--- config.mk ---
export PLATFORM = sky130hd
export DESIGN_NAME = i2c_cmd_master
export DESIGN_NICKNAME = d
export VERILOG_FILES = /design/src/rtl/i2cm_pkg.sv /design/src/rtl/i2cm_qtick.sv /design/src/rtl/i2cm_bitengine.sv /design/src/rtl/i2c_cmd_master.sv
export SDC_FILE = /design/constraint.sdc
export NUM_CORES = 1
export LEC_CHECK = 0
export ABC_CLOCK_PERIOD_IN_PS = 4500
export BUFFER_PORTS_ARGS = -buffer_cell sky130_fd_sc_hd__buf_2
export CAP_MARGIN = 15
export CORE_UTILIZATION = 40
export CTS_CLUSTER_SIZE = 40
export DETAILED_ROUTE_END_ITERATION = 8
export SYNTH_ARGS = -nofsm -noshare
export SYNTH_HDL_FRONTEND = slang
export SYNTH_HIERARCHICAL = 1
export SYNTH_SLANG_ARGS = --single-unit
--- constraint.sdc ---
create_clock -name clk -period 4.5 [get_ports clk]
set_input_delay 0.9 -clock clk [delete_from_list [all_inputs] [get_ports clk]]
set_output_delay 0.9 -clock clk [all_outputs]
set_load 0.03 [all_outputs]
--- src/rtl/i2cm_pkg.sv ---
package i2cm_pkg;
  typedef enum logic [1:0] {BOP_START, BOP_STOP, BOP_BIT} bop_e;
  typedef enum logic [2:0] {ST_HOLD, ST_START, ST_TX, ST_RX, ST_ACKO, ST_STOP} cst_e;
  typedef enum logic [1:0] {NX_READ, NX_STOP, NX_RSTART} nxt_e;
  localparam int CMD_CONT  = 0;
  localparam int CMD_START = 1;
  localparam int CMD_STOP  = 2;
  localparam logic [2:0] CODE_IDLE  = 3'd0;
  localparam logic [2:0] CODE_RXRDY = 3'd1;
  localparam logic [2:0] CODE_TXRDY = 3'd2;
  localparam logic [2:0] CODE_ANAK  = 3'd3;
  localparam logic [2:0] CODE_DNAK  = 3'd4;
endpackage

--- src/rtl/i2cm_qtick.sv ---
module i2cm_qtick #(
  parameter int DIV_W = 16
) (
  input  logic             clk,
  input  logic             rst_n,
  input  logic             load,
  input  logic             run,
  input  logic [DIV_W-1:0] div,
  output logic             tick
);
  logic [DIV_W-1:0] cnt_q, cnt_d;

  assign tick = run && !load && (cnt_q == '0);

  always_comb begin
    cnt_d = cnt_q;
    if (load)     cnt_d = div;
    else if (run) cnt_d = (cnt_q == '0) ? div : cnt_q - 1'b1;
  end

  always_ff @(posedge clk or negedge rst_n) begin
    if (!rst_n) cnt_q <= '0;
    else        cnt_q <= cnt_d;
  end

  // a quarter never ends on two consecutive cycles unless the divider is zero
  a_r10_quarter_spacing: assert property (@(posedge clk) disable iff (!rst_n)
    (tick && (div != '0) && $stable(div)) |=> !tick);
endmodule

--- src/rtl/i2cm_bitengine.sv ---
module i2cm_bitengine import i2cm_pkg::*; #(
  parameter int DIV_W = 16
) (
  input  logic             clk,
  input  logic             rst_n,
  input  logic [DIV_W-1:0] div,
  input  logic             go,
  input  bop_e             kind,
  input  logic             wbit,
  input  logic             sda_in,
  output logic             busy,
  output logic             done,
  output logic             rbit,
  output logic             scl_oe,
  output logic             sda_oe
);
  logic       busy_q, busy_d, done_q, done_d, rbit_q, rbit_d;
  logic       wbit_q, wbit_d, scl_q, scl_d, sda_q, sda_d;
  logic [1:0] q_q, q_d;
  bop_e       kind_q, kind_d;
  logic       tick, start_op;

  // {scl, sda} levels for each quarter of an operation
  function automatic logic [1:0] lvl(bop_e k, logic [1:0] q, logic b, logic scl_now);
    logic [1:0] r;
    case (k)
      BOP_START: case (q)
                   2'd0: r = {scl_now, 1'b1};
                   2'd1: r = 2'b11;
                   2'd2: r = 2'b10;
                   default: r = 2'b00;
                 endcase
      BOP_STOP:  case (q)
                   2'd0: r = 2'b00;
                   2'd1: r = 2'b10;
                   default: r = 2'b11;
                 endcase
      default:   r = {(q == 2'd1) || (q == 2'd2), b};
    endcase
    return r;
  endfunction

  assign start_op = go && !busy_q;

  i2cm_qtick #(.DIV_W(DIV_W)) u_qtick (
    .clk(clk), .rst_n(rst_n), .load(start_op), .run(busy_q), .div(div), .tick(tick)
  );

  always_comb begin
    busy_d = busy_q; q_d = q_q; kind_d = kind_q; wbit_d = wbit_q;
    scl_d = scl_q; sda_d = sda_q; rbit_d = rbit_q; done_d = 1'b0;
    if (start_op) begin
      busy_d = 1'b1; q_d = 2'd0; kind_d = kind; wbit_d = wbit;
      {scl_d, sda_d} = lvl(kind, 2'd0, wbit, scl_q);
    end else if (busy_q && tick) begin
      if (q_q == 2'd3) begin
        busy_d = 1'b0; done_d = 1'b1;
      end else begin
        q_d = q_q + 2'd1;
        {scl_d, sda_d} = lvl(kind_q, q_q + 2'd1, wbit_q, scl_q);
        if (q_q == 2'd1) rbit_d = sda_in;
      end
    end
  end

  always_ff @(posedge clk or negedge rst_n) begin
    if (!rst_n) begin
      busy_q <= 1'b0; q_q <= 2'd0; kind_q <= BOP_BIT; wbit_q <= 1'b1;
      scl_q <= 1'b1; sda_q <= 1'b1; rbit_q <= 1'b1; done_q <= 1'b0;
    end else begin
      busy_q <= busy_d; q_q <= q_d; kind_q <= kind_d; wbit_q <= wbit_d;
      scl_q <= scl_d; sda_q <= sda_d; rbit_q <= rbit_d; done_q <= done_d;
    end
  end

  assign busy   = busy_q;
  assign done   = done_q;
  assign rbit   = rbit_q;
  assign scl_oe = !scl_q;
  assign sda_oe = !sda_q;

  // inside a data or ACK bit, SDA holds while SCL stays high
  a_r11_sda_steady_scl_high: assert property (@(posedge clk) disable iff (!rst_n)
    (busy_q && $past(busy_q) && (kind_q == BOP_BIT) && scl_q && $past(scl_q)) |-> $stable(sda_q));
endmodule

--- src/rtl/i2c_cmd_master.sv ---
module i2c_cmd_master import i2cm_pkg::*; #(
  parameter int DIV_W = 16
) (
  input  logic             clk,
  input  logic             rst_n,
  input  logic [DIV_W-1:0] clk_div,
  input  logic             data_we,
  input  logic [7:0]       data_in,
  input  logic             cmd_valid,
  input  logic [2:0]       cmd,
  output logic [7:0]       data_out,
  output logic             pending,
  output logic [2:0]       state_code,
  output logic             scl_oe,
  output logic             sda_oe,
  input  logic             sda_in
);
  localparam int BITS   = 8;
  localparam int CNT_W  = $clog2(BITS + 1);
  localparam logic [CNT_W-1:0] LAST_DATA = CNT_W'(BITS - 1);
  localparam logic [CNT_W-1:0] ACK_SLOT  = CNT_W'(BITS);

  logic [1:0] rsync;
  logic       rst_i;

  always_ff @(posedge clk or negedge rst_n) begin
    if (!rst_n) rsync <= 2'b00;
    else        rsync <= {rsync[0], 1'b1};
  end
  assign rst_i = rsync[1];

  cst_e             st_q, st_d;
  nxt_e             nx_q, nx_d;
  bop_e             kind_q, kind_d;
  logic [2:0]       code_q, code_d;
  logic [BITS-1:0]  dreg_q, dreg_d, wdat;
  logic [CNT_W-1:0] bcnt_q, bcnt_d;
  logic             isaddr_q, isaddr_d, rw_q, rw_d, go_q, go_d, wbit_q, wbit_d;
  logic             bbusy, bdone, rbit;

  i2cm_bitengine #(.DIV_W(DIV_W)) u_bits (
    .clk(clk), .rst_n(rst_i), .div(clk_div), .go(go_q), .kind(kind_q), .wbit(wbit_q),
    .sda_in(sda_in), .busy(bbusy), .done(bdone), .rbit(rbit), .scl_oe(scl_oe), .sda_oe(sda_oe)
  );

  assign pending = (st_q == ST_HOLD);

  always_comb begin
    st_d = st_q; nx_d = nx_q; kind_d = kind_q; code_d = code_q; bcnt_d = bcnt_q;
    isaddr_d = isaddr_q; rw_d = rw_q; wbit_d = wbit_q; go_d = 1'b0;
    wdat   = (data_we && pending) ? data_in : dreg_q;
    dreg_d = wdat;
    if (pending && cmd_valid) begin
      case (code_q)
        CODE_IDLE: if (cmd[CMD_START]) begin
          st_d = ST_START; go_d = 1'b1; kind_d = BOP_START;
        end
        CODE_RXRDY: if (|cmd) begin
          st_d = ST_ACKO; go_d = 1'b1; kind_d = BOP_BIT;
          if (cmd[CMD_STOP])       begin wbit_d = 1'b1; nx_d = NX_STOP;   end
          else if (cmd[CMD_START]) begin wbit_d = 1'b1; nx_d = NX_RSTART; end
          else                     begin wbit_d = 1'b0; nx_d = NX_READ;   end
        end
        default: begin
          if (cmd[CMD_STOP]) begin
            st_d = ST_STOP; go_d = 1'b1; kind_d = BOP_STOP;
          end else if (cmd[CMD_START]) begin
            st_d = ST_START; go_d = 1'b1; kind_d = BOP_START;
          end else if (cmd[CMD_CONT] && (code_q == CODE_TXRDY)) begin
            st_d = ST_TX; go_d = 1'b1; kind_d = BOP_BIT; wbit_d = wdat[BITS-1];
            bcnt_d = '0; isaddr_d = 1'b0;
          end
        end
      endcase
    end else if (bdone) begin
      case (st_q)
        ST_START: begin
          st_d = ST_TX; isaddr_d = 1'b1; rw_d = dreg_q[0]; bcnt_d = '0;
          go_d = 1'b1; kind_d = BOP_BIT; wbit_d = dreg_q[BITS-1];
        end
        ST_TX: if (bcnt_q == ACK_SLOT) begin
          if (rbit) begin
            st_d = ST_HOLD; code_d = isaddr_q ? CODE_ANAK : CODE_DNAK;
          end else if (isaddr_q && rw_q) begin
            st_d = ST_RX; bcnt_d = '0; go_d = 1'b1; kind_d = BOP_BIT; wbit_d = 1'b1;
          end else begin
            st_d = ST_HOLD; code_d = CODE_TXRDY;
          end
        end else begin
          dreg_d = {dreg_q[BITS-2:0], rbit}; bcnt_d = bcnt_q + 1'b1;
          go_d = 1'b1; kind_d = BOP_BIT;
          wbit_d = (bcnt_q == LAST_DATA) ? 1'b1 : dreg_q[BITS-2];
        end
        ST_RX: begin
          dreg_d = {dreg_q[BITS-2:0], rbit};
          if (bcnt_q == LAST_DATA) begin
            st_d = ST_HOLD; code_d = CODE_RXRDY;
          end else begin
            bcnt_d = bcnt_q + 1'b1; go_d = 1'b1; kind_d = BOP_BIT; wbit_d = 1'b1;
          end
        end
        ST_ACKO: begin
          go_d = 1'b1;
          case (nx_q)
            NX_STOP:   begin st_d = ST_STOP;  kind_d = BOP_STOP;  end
            NX_RSTART: begin st_d = ST_START; kind_d = BOP_START; end
            default:   begin st_d = ST_RX; kind_d = BOP_BIT; wbit_d = 1'b1; bcnt_d = '0; end
          endcase
        end
        ST_STOP: begin st_d = ST_HOLD; code_d = CODE_IDLE; end
        default: st_d = ST_HOLD;
      endcase
    end
  end

  always_ff @(posedge clk or negedge rst_i) begin
    if (!rst_i) begin
      st_q <= ST_HOLD; nx_q <= NX_READ; kind_q <= BOP_BIT; code_q <= CODE_IDLE;
      dreg_q <= '0; bcnt_q <= '0; isaddr_q <= 1'b0; rw_q <= 1'b0; go_q <= 1'b0; wbit_q <= 1'b1;
    end else begin
      st_q <= st_d; nx_q <= nx_d; kind_q <= kind_d; code_q <= code_d;
      dreg_q <= dreg_d; bcnt_q <= bcnt_d; isaddr_q <= isaddr_d; rw_q <= rw_d;
      go_q <= go_d; wbit_q <= wbit_d;
    end
  end

  assign data_out   = dreg_q;
  assign state_code = code_q;

  // while waiting for software the bit sequencer is quiet
  a_r2_hold_engine_quiet: assert property (@(posedge clk) disable iff (!rst_i)
    pending |-> !bbusy);
  // mid-transfer waits keep SCL low
  a_r11_scl_held_low: assert property (@(posedge clk) disable iff (!rst_i)
    (pending && (code_q != CODE_IDLE)) |-> scl_oe);
  // the end of a stop lands in idle with the bus released
  a_r9_stop_to_idle: assert property (@(posedge clk) disable iff (!rst_i)
    ($past(st_q == ST_STOP) && $past(bdone)) |-> (pending && (code_q == CODE_IDLE) && !scl_oe && !sda_oe));
  // the acknowledge slot for a held byte drives SDA low only when reading on
  a_r7_ack_level: assert property (@(posedge clk) disable iff (!rst_i)
    ((st_q == ST_ACKO) && bbusy) |-> (sda_oe == (nx_q == NX_READ)));
endmodule

---- Yosys cells after proc, flatten, opt, wreduce, memory -nomap -nowiden ----
Index checks and enable logic that the tools add are counted.
word-level totals
  bits of input ports ..................... 32
  register bits after elaboration ......... 54
operators by class
  mux-type cells .......................... 110
  reductions and logical operators ........ 42
  $add $sub $neg .......................... 3
  bitwise gates (word level) .............. 3
  equal/unequal tests ..................... 40
operator list
  cell                                                   number
  2-to-1 mux 16 bit                                      3
  2-to-1 mux 4 bit                                       11
  2-to-1 mux 1 bit                                       43
  2-to-1 mux 3 bit                                       14
  2-to-1 mux 2 bit                                       18
  2-to-1 mux 8 bit                                       4
  inequality test 3 bit, second input constant           7
  case mux 2 bit (2 select lines)                        5
  AND reduction 6 bit                                    3
  logical NOT 16 bit                                     1
  inequality test 2 bit, second input constant           8
  case mux 4 bit (4 select lines)                        1
  case mux 8 bit (2 select lines)                        1
  subtractor 16 x 1 -> 16 bit, second input constant     1
  case mux 3 bit (2 select lines)                        2
  case mux 3 bit (4 select lines)                        1
  AND reduction 11 bit                                   1
  == test 2 x 1 -> 1 bit, second input constant          5
  AND reduction 10 bit                                   1
  nonzero test 2 bit                                     5
  == test 3 x 2 -> 1 bit, second input constant          3
  inequality test 3 x 2 -> 1 bit, second input constant  3
  case mux 3 bit (3 select lines)                        1
  logical AND 1 bit                                      8
  29 further kinds                                       48

---- Depth between registers and ports, before layout ----
  depth after elaboration ................. 8
  gate-level depth with buffers ........... 9
  gate-level depth less buffers ........... 8

---- Hierarchy ----
Netlist, hierarchy kept.
by module, submodules not included
  module          cells each  instances  area each (um^2)
  i2c_cmd_master  176         1          1700.4
  i2cm_qtick      128         1          1114.8
  i2cm_bitengine  51          1          513.0

---- Worst setup path after synthesis ----
Ideal clock, no wire load.
  path type ............................... flip-flop to flip-flop
  start point ............................. register u_bits.u_qtick.cnt_q[10]
  end point ............................... register u_bits.rbit_q, in the netlist u_bits/rbit
  stages on the path, launching flop included .. 7
  setup time .............................. 82 ps
  period minus slack after synthesis ...... 2566 ps
  path slack .............................. 1934 ps
  arrival ................................. 2484 ps
  required time ........................... 4418 ps
  cell sequence ........................... dfrtp_1 > or4_4 > or4_4 > nor3b_1 > nand3b_1 > nor2_1 > mux2_2
between the ends
  longest elaborated chain between the ends .. 4
ends and longest elaborated chain
  what                           RTL line              RTL
  start, declared                i2cm_qtick.sv:11      logic [DIV_W-1:0] cnt_q, cnt_d;
  start signal, assigned         i2cm_qtick.sv:23      else cnt_q <= cnt_d;
  logical NOT 16 bit             i2cm_qtick.sv:13      assign tick = run && !load && (cnt_q == '0);
  logical AND 1 bit              i2cm_qtick.sv:13
  net u_bits.tick                i2cm_bitengine.sv:21  logic tick, start_op;
  logical AND 1 bit              i2cm_bitengine.sv:55  end else if (busy_q && tick) begin
  AND reduction 4 bit (no line)  n/a
  end signal, assigned           i2cm_bitengine.sv:69  scl_q <= 1'b1; sda_q <= 1'b1; rbit_q <= 1'b1; done_q <= 1'b0;
  end signal, assigned           i2cm_bitengine.sv:72  scl_q <= scl_d; sda_q <= sda_d; rbit_q <= rbit_d; done_q <= done_d;
  end, declared                  i2cm_bitengine.sv:17  logic busy_q, busy_d, done_q, done_d, rbit_q, rbit_d;
The timed path passes the listed nets, and every way through them passes these cells.
A chain may end at the register's enable or synchronous reset.

---- Final worst setup path ----
  start point ............................. register u_bits.u_qtick.cnt_q[8]
  end point ............................... register u_bits.rbit_q, in the netlist u_bits/rbit
The elaborated chain is that of the path after synthesis.

==> results.toml <==
[status]
status = "complete, no violations"

[synthesis]
synth_xor_area_share_pct = 1.053
synth_ff_type = "dfrtp_1"
synth_top_area_share_pct = 35.34
netlist_instances = 355
synthesis.area_per_instance_um2 = 9.375
yosys.area_share.simple_pct = 24.85
synth_seq_cells = 54
synth_area_um2 = 3328
synth-edff-count = 0
synth_top_family_by_area = "simple AND/OR/NAND/NOR gates"
async_flop_share_pct = 100.0
synth_fp_nets = 394
synth_compound_area_share_pct = 20.00
synth_fa_ha_area_share_pct = 2.632
ys_seq_area_share_pct = 40.86
synth.distinct_cells = 76
synth.area.top_cells = "dfrtp_1 35%, dfstp_2 5.5%, a21oi_1 4.4%"
synthMuxAreaShare_pct = 5.752
yosys_warnings = 6
yosys.area.top_type = "dfrtp_1"

[floorplan]
die_h_um = 93.22
initial_core_util_pct = 42.20
dieArea_um2 = 8689
die_w_um = 93.22
ioPinCount = 46
rows = 32
core_area_um2 = 7888

[timing]
maxSlewHeadroom_pct = 39.54
setup_violations = 0
period_needed_ps = 2780
fmax_mhz = 359.8
timing.final.crit_share_pct = 61.77
skew_ps = 4.613
slew_violations = 0
worst_pin_slew_ps = 898.7
finalSetupTns_ps = 0
rsz0062_at_grt = "no"
finalHoldViolations = 0

[setup_path]
cpLargestDelayFamily = "simple AND/OR/NAND/NOR gates"
reg2regPathDepth = 6
critPathMaxFanout = 5
worstPathArrival_ps = 3030
path_buf_inv = 0
r2r_end = "u_bits/rbit$_DFFE_PN1P_"
worstPathCellList = "or4_1 > or4_4 > nor3b_1 > nand3b_1 > nor2_1 > mux2_2"
r2r_slack_ps = 1720
timing.rr.start = "u_bits/u_qtick/cnt_q[8]$_DFFE_PN0P_"
cpPeakStageDelay_ps = 630
required_ps = 4750
critical-path-slowest-cell = "or4_1"
crit_path_start_kind = "flip-flop"
critPathCaptureType = "flip-flop"
crit_type = "reg -> reg"
critPathLaunch = "u_bits/u_qtick/cnt_q[8]$_DFFE_PN0P_"

[pwr]
ir_worst_vdd_uv = 264.1
power.leakage_nw = 1.550
cellPowerDensity_nw_per_um2 = 422.2

[drt]
initialDrtViolationCount = 139
drc = 0
wl_um = 7352
drt_first_pass_iters = 7
ant_nets = 0
wl_per_cell_um = 14.70
vias = 2810
via_per_inst = 5.620

[final_layout]
antennaDiodeCount = 0
area_delta_synth_final_pct = 11.28
final_util_pct = 46.95
nets = 436
drive_gt1_share_pct = 23.12
fill_cells = 776

[placement]
dpl.hpwl_um = 5326
io_buffers = 45
place_congestion = 0.7879

[clock_network]
ctsHtreeMaxLevel = 2
clock_sinks = 54
hold_buffers = 0
cts_made_buffers = 5
cts_resized = 0
postCtsSetupBuffers = 0
cts_tree = "done"
cts_root_buf = "clkbuf_8"
cts.reportedPaths.clkPinSlew_ps = 100
cts_buffer_depth = 2
worstSkewPairLatency_ps = 310

[global_routing]
grt_max_degree = 53
grt_overflow = 0
grt_pass1_wl_um = 12410
grtUsageTotal_pct = 17.94
grt_pass1_vias = 2597
antenna_found_initial = 0

[flow_run]
max_cap_violations = 0

[hold_path]
hold_class = "in -> async"
==> layout by cell type (no fill, tap or decap), types with 3 or more instances in the layout <==
| cell | n |
|---|---|
| nand2b_1 | 9 |
| a21o_1 | 3 |
| nand4_1 | 6 |
| ha_1 | 7 |
| mux2_1 | 4 |
| dfrtp_1 | 46 |
| mux2i_1 | 9 |
| nand2_1 | 25 |
| nor2_1 | 37 |
| o21a_1 | 3 |
| o32ai_1 | 3 |
| or3_1 | 4 |
| o21ai_1 | 8 |
| dfstp_2 | 7 |
| nor3b_1 | 3 |
| buf_2 | 45 |
| inv_1 | 18 |
| a21oi_1 | 29 |
| o21ai_0 | 15 |
| nor3b_2 | 4 |
| mux2_2 | 5 |
| nor4_1 | 5 |
| o22ai_1 | 4 |
| clkbuf_8 | 6 |
| a31oi_1 | 4 |
| nand3b_1 | 3 |
| o22a_1 | 3 |
| nor3_1 | 6 |
| nand3_1 | 17 |
==> cell type report <==
cell class	count	area [um^2]	area share, %
Multi-Input combinational cell	271	1810	48.89
Sequential cell	54	1361	36.76
Timing Repair Buffer	46	232.7	6.284
Tap cell	102	127.6	3.446
Clock buffer	6	82.58	2.230
Inverter	19	76.32	2.061
Clock inverter	2	12.51	0.3378
==> through the flow <==
step	cell area, um^2	setup WS [ps]	hold slack (ps)	power (mW)	cells
finish	3704	1720	354.6	1.564	500
global route	3704	1558	340.5	1.663	500
CTS	3704	1729	345.5	1.576	500
detailed placement	3608	1756	337.9	1.279	492
global placement	3608	1810	336.1	1.263	492
floorplan	3328	1934	331.2	1.135	355
==> cells by family (layout without fill, tap and decap cells) <==
group / count (synthesis) / after routing
compound gates: 97 / 97
xor+xnor: 4 / 4
fa+ha+maj: 7 / 7
buf+inv: 30 / 73
flops: 54 / 54
mux: 18 / 18
other cells: 1 / 1
simple gates: 144 / 144
==> worst register-to-register path: stages, from the launching register on <==
cell      delay (ps)
dfrtp_1          430
or4_1            630
or4_4            560
nor3b_1          400
nand3b_1         220
nor2_1           150
mux2_2           340
==> report_power, final <==
part / switching [mW] / total, mW / internal (mW)
clock: 0.170 / 0.294 / 0.124
combinational: 0.320 / 0.538 / 0.217
sequential: 0.134 / 0.732 / 0.598
==> registers in the layout, indices dropped and copies added (netlist names) <==
| register | cells |
|---|---|
| u_bits/done | 1 |
| u_bits/q_q | 2 |
| u_bits/u_qtick/cnt_q | 16 |
| rw_q | 1 |
| state_code | 3 |
| u_bits/scl_q | 1 |
| u_bits/kind_q | 2 |
| wbit_q | 1 |
| go_q | 1 |
| isaddr_q | 1 |
| u_bits/wbit_q | 1 |
| nx_q | 2 |
| rsync | 2 |
| st_q | 3 |
| bcnt_q | 4 |
| u_bits/busy | 1 |
| u_bits/sda_q | 1 |
| data_out | 8 |
| u_bits/rbit | 1 |
| kind_q | 2 |
==> synthesized netlist by cell type (4+ instances only) <==
library cell / count
dfrtp_1: 47
nor2_1: 37
a21oi_1: 29
nand2_1: 25
inv_1: 18
nand3_1: 17
o21ai_0: 15
mux2i_1: 9
nand2b_1: 9
o21ai_1: 8
dfstp_2: 7
ha_1: 7
nand4_1: 6
nor3_1: 6
mux2_2: 5
nor4_1: 5
a31oi_1: 4
clkbuf_1: 4
mux2_1: 4
nor3b_2: 4
o22ai_1: 4
or3_1: 4
==> per-layer routing <==
layer / track usage (%) / share of wire (%)
met4: 4.744 / 1.0
met2: 28.55 / 46
met1: 25.06 / 49
met5: 0 / 0
met3: 3.252 / 3.6
==> worst max-delay path by stage <==
stage,to,cells after the start
after floorplan,u_bits/rbit$_DFFE_PN1P_,6
after global placement,u_bits/rbit$_DFFE_PN1P_,6
after detailed placement,u_bits/rbit$_DFFE_PN1P_,6
after CTS,u_bits/rbit$_DFFE_PN1P_,6
after global routing,u_bits/rbit$_DFFE_PN1P_,8
final,u_bits/rbit$_DFFE_PN1P_,6
Note: power is estimated with default switching activity, not from simulation.
